<file path="src/rtl/uart_rb_pkg.sv">
package uart_rb_pkg;

    localparam int unsigned BUS_W = 32;

    // Word offsets
    localparam logic [15:0] OFS_CTL1  = 16'h0000;
    localparam logic [15:0] OFS_CTL2  = 16'h0004;
    localparam logic [15:0] OFS_CTL3  = 16'h0008;
    localparam logic [15:0] OFS_BAUD  = 16'h000C;
    localparam logic [15:0] OFS_GUARD = 16'h0010;
    localparam logic [15:0] OFS_RTO   = 16'h0014;
    localparam logic [15:0] OFS_REQ   = 16'h0018;
    localparam logic [15:0] OFS_STAT  = 16'h001C;
    localparam logic [15:0] OFS_CLR   = 16'h0020;
    localparam logic [15:0] OFS_RXD   = 16'h0024;
    localparam logic [15:0] OFS_TXD   = 16'h0028;

    // Status bit positions
    localparam int unsigned ST_PERR  = 0;
    localparam int unsigned ST_FERR  = 1;
    localparam int unsigned ST_OVR   = 3;
    localparam int unsigned ST_IDLE  = 4;
    localparam int unsigned ST_RDY   = 5;
    localparam int unsigned ST_TDONE = 6;
    localparam int unsigned ST_TEMP  = 7;
    localparam int unsigned ST_TXACK = 21;
    localparam int unsigned ST_RXACK = 22;
    localparam logic [BUS_W-1:0] STAT_RESET = 32'h0200_00C0;

    // Control word 1 bit positions
    localparam int unsigned C1_PORT_EN = 0;
    localparam int unsigned C1_RX_EN   = 2;
    localparam int unsigned C1_TX_EN   = 3;
    localparam int unsigned C1_IE_IDLE = 4;
    localparam int unsigned C1_IE_RDY  = 5;
    localparam int unsigned C1_IE_TDN  = 6;
    localparam int unsigned C1_IE_TEMP = 7;
    localparam int unsigned C1_IE_PERR = 8;
    // Control word 3 bit positions
    localparam int unsigned C3_IE_ERR  = 0;
    localparam int unsigned C3_OVR_OFF = 12;
    // Request word
    localparam int unsigned RQ_RX_FLUSH = 3;

    localparam int unsigned NUM_PLAIN = 5;

    typedef struct packed {
        logic txd;
        logic rxd;
        logic clr;
        logic stat;
        logic req;
        logic rto;
        logic guard;
        logic baud;
        logic ctl3;
        logic ctl2;
        logic ctl1;
    } reg_hit_t;

    typedef struct packed {
        logic port_en;
        logic rx_en;
        logic tx_en;
        logic ovr_off;
        logic ie_idle;
        logic ie_rdy;
        logic ie_tdn;
        logic ie_temp;
        logic ie_perr;
        logic ie_err;
    } ctl_view_t;

    typedef struct packed {
        logic             clr_wr;
        logic [BUS_W-1:0] clr_mask;
        logic             rx_drain;
        logic             tx_load;
        logic             ctl1_wr;
        logic             tx_ack_nxt;
        logic             rx_ack_nxt;
        logic             rx_stb;
        logic             rx_perr;
        logic             rx_ferr;
        logic             tx_done;
    } stat_ev_t;

    function automatic reg_hit_t decode_ofs(input logic [15:0] ofs);
        reg_hit_t h;
        h.ctl1  = (ofs == OFS_CTL1);
        h.ctl2  = (ofs == OFS_CTL2);
        h.ctl3  = (ofs == OFS_CTL3);
        h.baud  = (ofs == OFS_BAUD);
        h.guard = (ofs == OFS_GUARD);
        h.rto   = (ofs == OFS_RTO);
        h.req   = (ofs == OFS_REQ);
        h.stat  = (ofs == OFS_STAT);
        h.clr   = (ofs == OFS_CLR);
        h.rxd   = (ofs == OFS_RXD);
        h.txd   = (ofs == OFS_TXD);
        return h;
    endfunction

    function automatic logic irq_calc(input logic [BUS_W-1:0] st, input ctl_view_t c);
        return (st[ST_RDY]   & c.ie_rdy)  |
               (st[ST_IDLE]  & c.ie_idle) |
               (st[ST_TDONE] & c.ie_tdn)  |
               (st[ST_TEMP]  & c.ie_temp) |
               (st[ST_PERR]  & c.ie_perr) |
               (st[ST_FERR]  & c.ie_err)  |
               (st[ST_OVR]   & (c.ie_rdy | c.ie_err));
    endfunction

endpackage

</file>
<file path="src/rtl/uart_rb_ctrl.sv">
module uart_rb_ctrl
    import uart_rb_pkg::*;
#(
    parameter int unsigned BAUD_W = 16
) (
    input  logic                            clk,
    input  logic                            rst,
    input  logic                            wr_en,
    input  reg_hit_t                        hit,
    input  logic [BUS_W-1:0]                wdata,
    output logic [NUM_PLAIN-1:0][BUS_W-1:0] plain_q,
    output logic [BAUD_W-1:0]               baud_q,
    output ctl_view_t                       view
);
    // Plain words in order: ctl1, ctl2, ctl3, guard, timeout
    logic [NUM_PLAIN-1:0] wsel;
    assign wsel = {hit.rto, hit.guard, hit.ctl3, hit.ctl2, hit.ctl1};

    for (genvar i = 0; i < NUM_PLAIN; i++) begin : g_plain
        always_ff @(posedge clk) begin
            if (rst) begin
                plain_q[i] <= '0;
            end else if (wr_en && wsel[i]) begin
                plain_q[i] <= wdata;
            end
        end
    end

    always_ff @(posedge clk) begin
        if (rst) begin
            baud_q <= '0;
        end else if (wr_en && hit.baud) begin
            baud_q <= wdata[BAUD_W-1:0];
        end
    end

    always_comb begin
        view.port_en = plain_q[0][C1_PORT_EN];
        view.rx_en   = plain_q[0][C1_RX_EN];
        view.tx_en   = plain_q[0][C1_TX_EN];
        view.ie_idle = plain_q[0][C1_IE_IDLE];
        view.ie_rdy  = plain_q[0][C1_IE_RDY];
        view.ie_tdn  = plain_q[0][C1_IE_TDN];
        view.ie_temp = plain_q[0][C1_IE_TEMP];
        view.ie_perr = plain_q[0][C1_IE_PERR];
        view.ie_err  = plain_q[2][C3_IE_ERR];
        view.ovr_off = plain_q[2][C3_OVR_OFF];
    end
endmodule

</file>
<file path="src/rtl/uart_rb_status.sv">
module uart_rb_status
    import uart_rb_pkg::*;
#(
    parameter int unsigned CHAR_W = 9
) (
    input  logic              clk,
    input  logic              rst,
    input  stat_ev_t          ev,
    input  logic [CHAR_W-1:0] rx_char,
    input  ctl_view_t         view,
    output logic [BUS_W-1:0]  status_q,
    output logic [CHAR_W-1:0] rxd_q
);
    logic [BUS_W-1:0] status_d;
    logic             rx_take;
    logic             rx_block;

    assign rx_take  = ev.rx_stb && view.port_en && view.rx_en;
    assign rx_block = rx_take && status_q[ST_RDY] && !view.ovr_off;

    // Software clears first, hardware sets last so no event is lost
    always_comb begin
        status_d = status_q;
        if (ev.clr_wr) begin
            status_d = status_d & ~ev.clr_mask;
        end
        if (ev.rx_drain) begin
            status_d[ST_RDY] = 1'b0;
        end
        if (ev.tx_load) begin
            status_d[ST_TEMP] = 1'b0;
        end
        if (ev.ctl1_wr) begin
            status_d[ST_TXACK] = ev.tx_ack_nxt;
            status_d[ST_RXACK] = ev.rx_ack_nxt;
        end
        if (rx_take) begin
            if (rx_block) begin
                status_d[ST_OVR] = 1'b1;
            end else begin
                status_d[ST_RDY] = 1'b1;
            end
            if (ev.rx_perr) begin
                status_d[ST_PERR] = 1'b1;
            end
            if (ev.rx_ferr) begin
                status_d[ST_FERR] = 1'b1;
            end
        end
        if (ev.tx_done) begin
            status_d[ST_TEMP]  = 1'b1;
            status_d[ST_TDONE] = 1'b1;
        end
    end

    always_ff @(posedge clk) begin
        if (rst) begin
            status_q <= STAT_RESET;
            rxd_q    <= '0;
        end else begin
            status_q <= status_d;
            if (rx_take && !rx_block) begin
                rxd_q <= rx_char;
            end
        end
    end
endmodule

</file>
<file path="src/rtl/uart_rb_irq.sv">
module uart_rb_irq
    import uart_rb_pkg::*;
(
    input  logic [BUS_W-1:0] status_q,
    input  ctl_view_t        view,
    output logic             irq
);
    assign irq = irq_calc(status_q, view);
endmodule

</file>
<file path="src/rtl/uart_regbank.sv">
module uart_regbank
    import uart_rb_pkg::*;
#(
    parameter int unsigned ADDR_W = 8,
    parameter int unsigned CHAR_W = 9,
    parameter int unsigned BAUD_W = 16
) (
    input  logic              clk,
    input  logic              rst,
    input  logic              bus_rd,
    input  logic              bus_wr,
    input  logic [ADDR_W-1:0] bus_addr,
    input  logic [31:0]       bus_wdata,
    output logic [31:0]       bus_rdata,
    input  logic              rx_valid,
    input  logic [CHAR_W-1:0] rx_data,
    input  logic              rx_perr,
    input  logic              rx_ferr,
    output logic              tx_start,
    output logic [CHAR_W-1:0] tx_data,
    input  logic              tx_done,
    output logic              irq
);
    localparam int unsigned CHAR_PAD = BUS_W - CHAR_W;
    localparam int unsigned BAUD_PAD = BUS_W - BAUD_W;

    logic [15:0]                     ofs;
    reg_hit_t                        hit;
    logic [NUM_PLAIN-1:0][BUS_W-1:0] plain_q;
    logic [BAUD_W-1:0]               baud_q;
    ctl_view_t                       view;
    stat_ev_t                        ev;
    logic [BUS_W-1:0]                status_q;
    logic [CHAR_W-1:0]               rxd_q;
    logic [CHAR_W-1:0]               txd_q;
    logic                            tx_go;

    assign ofs = 16'(bus_addr);
    assign hit = decode_ofs(ofs);

    uart_rb_ctrl #(.BAUD_W(BAUD_W)) u_ctrl (
        .clk     (clk),
        .rst     (rst),
        .wr_en   (bus_wr),
        .hit     (hit),
        .wdata   (bus_wdata),
        .plain_q (plain_q),
        .baud_q  (baud_q),
        .view    (view)
    );

    assign tx_go = bus_wr && hit.txd && view.tx_en;

    always_comb begin
        ev.clr_wr     = bus_wr && hit.clr;
        ev.clr_mask   = bus_wdata;
        ev.rx_drain   = (bus_rd && hit.rxd) ||
                        (bus_wr && hit.req && bus_wdata[RQ_RX_FLUSH]);
        ev.tx_load    = tx_go;
        ev.ctl1_wr    = bus_wr && hit.ctl1;
        ev.tx_ack_nxt = bus_wdata[C1_TX_EN];
        ev.rx_ack_nxt = bus_wdata[C1_RX_EN];
        ev.rx_stb     = rx_valid;
        ev.rx_perr    = rx_perr;
        ev.rx_ferr    = rx_ferr;
        ev.tx_done    = tx_done;
    end

    uart_rb_status #(.CHAR_W(CHAR_W)) u_status (
        .clk      (clk),
        .rst      (rst),
        .ev       (ev),
        .rx_char  (rx_data),
        .view     (view),
        .status_q (status_q),
        .rxd_q    (rxd_q)
    );

    uart_rb_irq u_irq (
        .status_q (status_q),
        .view     (view),
        .irq      (irq)
    );

    always_ff @(posedge clk) begin
        if (rst) begin
            txd_q    <= '0;
            tx_start <= 1'b0;
        end else begin
            tx_start <= tx_go;
            if (bus_wr && hit.txd) begin
                txd_q <= bus_wdata[CHAR_W-1:0];
            end
        end
    end
    assign tx_data = txd_q;

    always_ff @(posedge clk) begin
        if (rst) begin
            bus_rdata <= '0;
        end else if (bus_rd) begin
            unique case (1'b1)
                hit.ctl1:  bus_rdata <= plain_q[0];
                hit.ctl2:  bus_rdata <= plain_q[1];
                hit.ctl3:  bus_rdata <= plain_q[2];
                hit.guard: bus_rdata <= plain_q[3];
                hit.rto:   bus_rdata <= plain_q[4];
                hit.baud:  bus_rdata <= {{BAUD_PAD{1'b0}}, baud_q};
                hit.stat:  bus_rdata <= status_q;
                hit.rxd:   bus_rdata <= {{CHAR_PAD{1'b0}}, rxd_q};
                hit.txd:   bus_rdata <= {{CHAR_PAD{1'b0}}, txd_q};
                default:   bus_rdata <= '0;
            endcase
        end
    end
endmodule

</file>
<file path="config.mk">
export PLATFORM = sky130hd
export DESIGN_NAME = uart_regbank
export DESIGN_NICKNAME = d
export VERILOG_FILES = /design/src/rtl/uart_rb_pkg.sv /design/src/rtl/uart_rb_ctrl.sv /design/src/rtl/uart_rb_status.sv /design/src/rtl/uart_rb_irq.sv /design/src/rtl/uart_regbank.sv
export SDC_FILE = /design/constraint.sdc
export NUM_CORES = 1
export LEC_CHECK = 0
export ABC_CLOCK_PERIOD_IN_PS = 2250
export CORE_AREA = 2 2 135 137
export CTS_CLUSTER_SIZE = 30
export DETAILED_ROUTE_END_ITERATION = 8
export DIE_AREA = 0 0 137 139
export DONT_BUFFER_PORTS = 1
export GPL_TIMING_DRIVEN = 0
export PLACE_DENSITY = 0.78
export SLEW_MARGIN = 15
export SYNTH_ARGS = -nofsm -noshare
export SYNTH_HDL_FRONTEND = slang
export SYNTH_SLANG_ARGS = --single-unit
</file>
<file path="constraint.sdc">
create_clock -name clk -period 2.25 [get_ports clk]
set_input_delay 0.3375 -clock clk [delete_from_list [all_inputs] [get_ports clk]]
set_output_delay 0.3375 -clock clk [all_outputs]
set_load 0.01 [all_outputs]
</file>
# == Word-level counts from Yosys, hierarchy flattened ==
# Index checks and enable logic that the tools add are counted.
# totals
input_bits,57
wordCells,77
ff_bits,259
out_inout_bits,43
# op_classes
n_eq_ne,10
muxes,12
bitwise_logic,16
n_reduce_logical,24
# op_table
cell,n
$pmux W32 S9,1
$and A32 B32 Y32,1
$eq A8 B5 Y1 const B,4
$not A32 Y32,1
$eq A8 B6 Y1 const B,3
$mux W23,1
$logic_and A1 B1 Y1,17
$eq A8 B4 Y1 const B,2
$logic_not A16 Y1,1
$eq A8 B3 Y1 const B,1
$mux W1,8
$and A1 B1 Y1,7
$or A1 B1 Y1,7
$mux W2,2
$reduce_bool A2 Y1,2
$logic_not A1 Y1,2
$reduce_or A2 Y1,1
$logic_or A1 B1 Y1,1

# == Depth between registers and ports, before layout ==
# depth
word_depth,7
ltp_mapped,8
mapped_depth_nobuf,5

# == By module ==
# Synthesis repeated with hierarchy kept, for this count alone.
# unflattened
cells_unflattened,1175
area_unflattened_um2,11747.5
# modules_own_cells
module,area_each_um2,seq_area_each_um2,n_inst,cells_each
uart_rb_ctrl,6956.7,3523.4,1,618
uart_regbank,3235.6,840.8,1,399
uart_rb_status,1521.5,820.8,1,153
uart_rb_irq,33.8,0.0,1,5

# == Worst setup path before layout ==
# Ideal clock, no wire load.
# synth_path
kind,input to register
from,input bus_addr[4]
to,register u_ctrl.plain_q[65] in the netlist's numbering
setup_slack_ns,0.217
setup_time_ns,0.132
t_arrival_ns,1.900
n_path_buf,3
required_time_ns,2.118
cell_stages,8
path_cell_list,buf_2 or4_1 buf_2 nor3_4 nand2_1 buf_2 nand2_1 a21oi_1
# synth_between
elab_chain_len,2
# synth_lines
element,line_no,text
"start, declared",uart_regbank.sv:12,"input logic [ADDR_W-1:0] bus_addr,"
$eq A8 B4 Y1,uart_rb_pkg.sv:92,h.ctl3 = (ofs == OFS_CTL3);
$logic_and A1 B1 Y1,uart_rb_ctrl.sv:23,end else if (wr_en && wsel[i]) begin
"end signal, assigned by index",uart_rb_ctrl.sv:24,plain_q[i] <= wdata;
"end, declared",uart_rb_ctrl.sv:11,"output logic [NUM_PLAIN-1:0][BUS_W-1:0] plain_q,"
# No other way between the ends.
# A chain may end at the register's enable or synchronous reset.

# == Worst setup path after layout ==
# layout_path
from,input bus_addr[1]
to,register u_status.status_q[7]
# layout_between
elab_chain_len,4
# layout_lines
element,line_no,text
$eq A8 B6 Y1,uart_rb_pkg.sv:100,h.txd = (ofs == OFS_TXD);
$logic_and A1 B1 Y1 (2 in a row),uart_regbank.sv:52,assign tx_go = bus_wr && hit.txd && view.tx_en;
$mux W1 / $reduce_bool A2 Y1 (equally long branches),--,
"end signal, assigned",uart_rb_status.sv:61,status_q <= status_d;
"end, declared",uart_rb_status.sv:11,"output logic [BUS_W-1:0] status_q,"
# Several ways; a longest one is shown, not always the timed one.

==> metrics.txt <==
status finished with violations; violated checks negative setup slack; Syn Nets 1,408; Final Max Slew Viols 0; Startpoint Class input port; wire length per cell 24.8 um; antenna viol nets, final 0; met3 WL 5950 um; Min-Delay Path Depth 3; global route overflow 0; Cells after Synth 1,351; synthesized area per cell 8.04 sq um; vias per cell 6.55; Switching Fraction 23.9%; maximum VDD drop 0.000676 V; Hold Slack 16.3 ps; final period utilization 104%; Non-Filler Instances 1,662; setup tns final -214 ps; Worst-Margin Slew 1190 ps; cell area after layout 12,400 sq um; synthesized area 10,900 sq um; initial antenna violation count 3; Seq pwr share 49.1%; Top FF cell, synth dfxtp_1; Clock Latency Late Sink 540 ps; DIE HEIGHT 139 um; share of layout cells above drive strength 1 6.36%; Worst Hold End u_status.status_q[21]$_SDFFE_PP0P_; drt drc 0; Tightest Hold Check Type input port to flop; Setup-failing EPs final 4; GPL Wtd Cong 1.03; Gate power share 5.7%; placed cell count 1,580; Synth area leaders dfxtp_1 (48%), nand2_1 (13%), a21oi_1 (9.1%), mux2i_1 (4.7%), clkbuf_1 (3.1%); first drt pass iteration count 7; crit-path cells buf_2 > nor4b_4 > clkbuf_1 > nand4_1 > a311o_1; CTS tree done; minimum clock period 2330 ps; Nets 1,473; RSZ-0062 raised after global routing yes; Worst slew margin 20.0%; Reg2Reg Depth 5; final WL 41,300 um; CTS sink cnt 259; ys async rst share 0%; Initial Utilization 61.5%; htree depth 1; delay-heaviest family, CP simple AND/OR/NAND/NOR gates; CP bufs+invs 2; cell depth of the worst setup path 5; vias in the first global route 10,300; critical hold path startpoint bus_wdata[21]; post-synthesis register bit count 259; Synth area leader dfxtp_1; crit path max fanout 10; Reg-to-Reg Start u_ctrl.plain_q[2]$_SDFFE_PP0P_; critical path class input port to flop; clk root buf clkbuf_16; count of port buffers added during placement 0; reg2reg end u_status.rxd_q[5]$_SDFFE_PP0P_; Max Used Layer met5; fin util 70.1%; via count 10,900; Setup crit end kind flop; synth warn 0; worst path required time 2680 ps; die area 19,000 sq um; P per Cell Area 764 nW/um^2; row count 49; Maximum Capacitance Violations 0; Arr. time, crit path 2760 ps; placed inst area 11,100 sq um; I/O pin count 100; Worst path max stage delay 810 ps; share of the synthesized area in the top cell type 47.7%; clock power share 45.2%; post-DP HPWL 26,600 um; top achievable clock speed 429 MHz; core box area 17,700 sq um; Power, Total 9.46 mW; largest net degree at the start of global routing 14; Clock Skew 11.4 ps; DR WL met2 17,500 um; Chip Width 137 um; area growth from synthesis to layout 14.0%; M1 WL 15,200 um; P_int 7.19 mW; Setup WS post-layout -83.2 ps; Worst-path clk slew 70 ps; worst slack at placement -792 ps; Iter 0 DRT Violations 1,511; crit path max-delay cell type nor4b_4; LEAKAGE 4.23 nW; total net switching power 2.26 mW; Final Hold Fails 0; Distinct cells, synth 53; gr usage total 42.6%; global-route wire length before repair 60,800 um; Post-synth EDFFs 0; flop2flop setup slack 270 ps; CTS Buf Count 27; clock buffer depth 3; sequential area share after synthesis 47.7%
## repair_timing
action / in CTS / in global routing
buffers inserted: 1 / 0
resized for setup: 2 / 14
gates cloned: 0 / 0
pin swaps: 1 / 0
hold endpoints to repair: 156 / 0
hold buffers: 35 / 0
setup endpoints to repair: 40 / 41
## per-layer routing
layer  track usage [%]  vias to the layer above
met1              55.7                     4986
met5                 0                        -
met4              21.3                        2
met2              63.5                      888
met3              12.9                      219
li1                  -                     4795
## cells in the final DEF, fill, tap and decap left out, types with 3 or more instances in the layout
cell and n:
mux2i_1 51, buf_4 3, buf_2 32, clkbuf_16 27, a211oi_1 15, a22o_1 33
nand2_1 380, a32oi_1 3, clkbuf_8 8, a311oi_1 9, nand4_1 3, nand2b_1 23
and3_1 8, clkbuf_2 4, dfxtp_1 259, a21oi_1 198, nor2b_1 5, clkbuf_1 94
o21ai_0 18, and2_1 3, o2bb2ai_1 8, nor3_1 7, a22oi_1 33, a221oi_1 21
o22ai_1 4, nand3_1 27, nor2_1 73, inv_1 3, dlygate4sd3_1 35
## cells in the mapped netlist (all sizes together), types with 2 or more instances
cell type and count:
nand3 27, o21ai 18, a21oi 198, o2bb2ai 8, a311oi 10, a21o 2
nor3 8, o311ai 2, buf 38, nand2 380, nor2 74, a211oi 15
and2 5, nor4b 5, or4 2, o211ai 2, and3 8, mux2i 51
nor2b 5, nand4 3, o22ai 4, a22oi 33, a22o 33, a221o 2
o221ai 2, dfxtp 259, inv 3, nor4 3, mux2 2, nand2b 23
a221oi 21, clkbuf 90, a32oi 3
## worst max path at each step
stage                 from                                 to  slack (ps)
2_1_floorplan  bus_addr[4]    u_ctrl.plain_q[65]$_SDFFE_PP0P_         220
4_1_cts        bus_addr[2]         bus_rdata[13]$_SDFFE_PP0P_           2
3_3_place_gp   bus_addr[1]  u_status.status_q[7]$_SDFFE_PP1P_        -750
6_report       bus_addr[1]  u_status.status_q[7]$_SDFFE_PP1P_         -80
5_1_grt        bus_addr[3]         bus_rdata[27]$_SDFFE_PP0P_         -40
3_5_place_dp   bus_addr[1]  u_status.status_q[7]$_SDFFE_PP1P_        -790
## registers in the layout (all words and copies together), names as in the netlist
register and flops:
tx_data 9, u_status.status_q 32, u_status.rxd_q 9, bus_rdata 32, u_ctrl.baud_q 16, u_ctrl.plain_q 160
tx_start 1
## power by group through the flow
stage               clock [mW]  combinational, mW  sequential (mW)
floorplan                    0              0.246             4.74
global placement             0              0.409             4.74
detailed placement           0              0.412             4.74
CTS                       4.23              0.501             4.64
global route              4.41              0.547             4.64
finish                    4.28              0.539             4.64
## layout make-up
class | count | area (sq um)
Fill cell | 1468 | 5280
Tap cell | 229 | 287
Clock inverter | 2 | 10.0
Timing Repair Buffer | 36 | 358
Antenna cell | 2 | 5.00
Sequential cell | 259 | 5180
Inverter | 3 | 11.3
Multi-Input combinational cell | 961 | 5170
Buffer | 128 | 541
Clock buffer | 42 | 812
## logic make-up after synthesis
| family | Yosys count | share of synthesized area, % |
|---|---|---|
| mux | 53 | 4.91 |
| buf+inv | 131 | 5.03 |
| compound gates | 359 | 20.9 |
| simple gates | 549 | 21.4 |
| flops | 259 | 47.7 |
## tightest hold or removal path, stage by stage
cell	delay (ps)
nand2_1	30
nand3_1	70
a21oi_1	60
(Power assumes the default switching activity.)
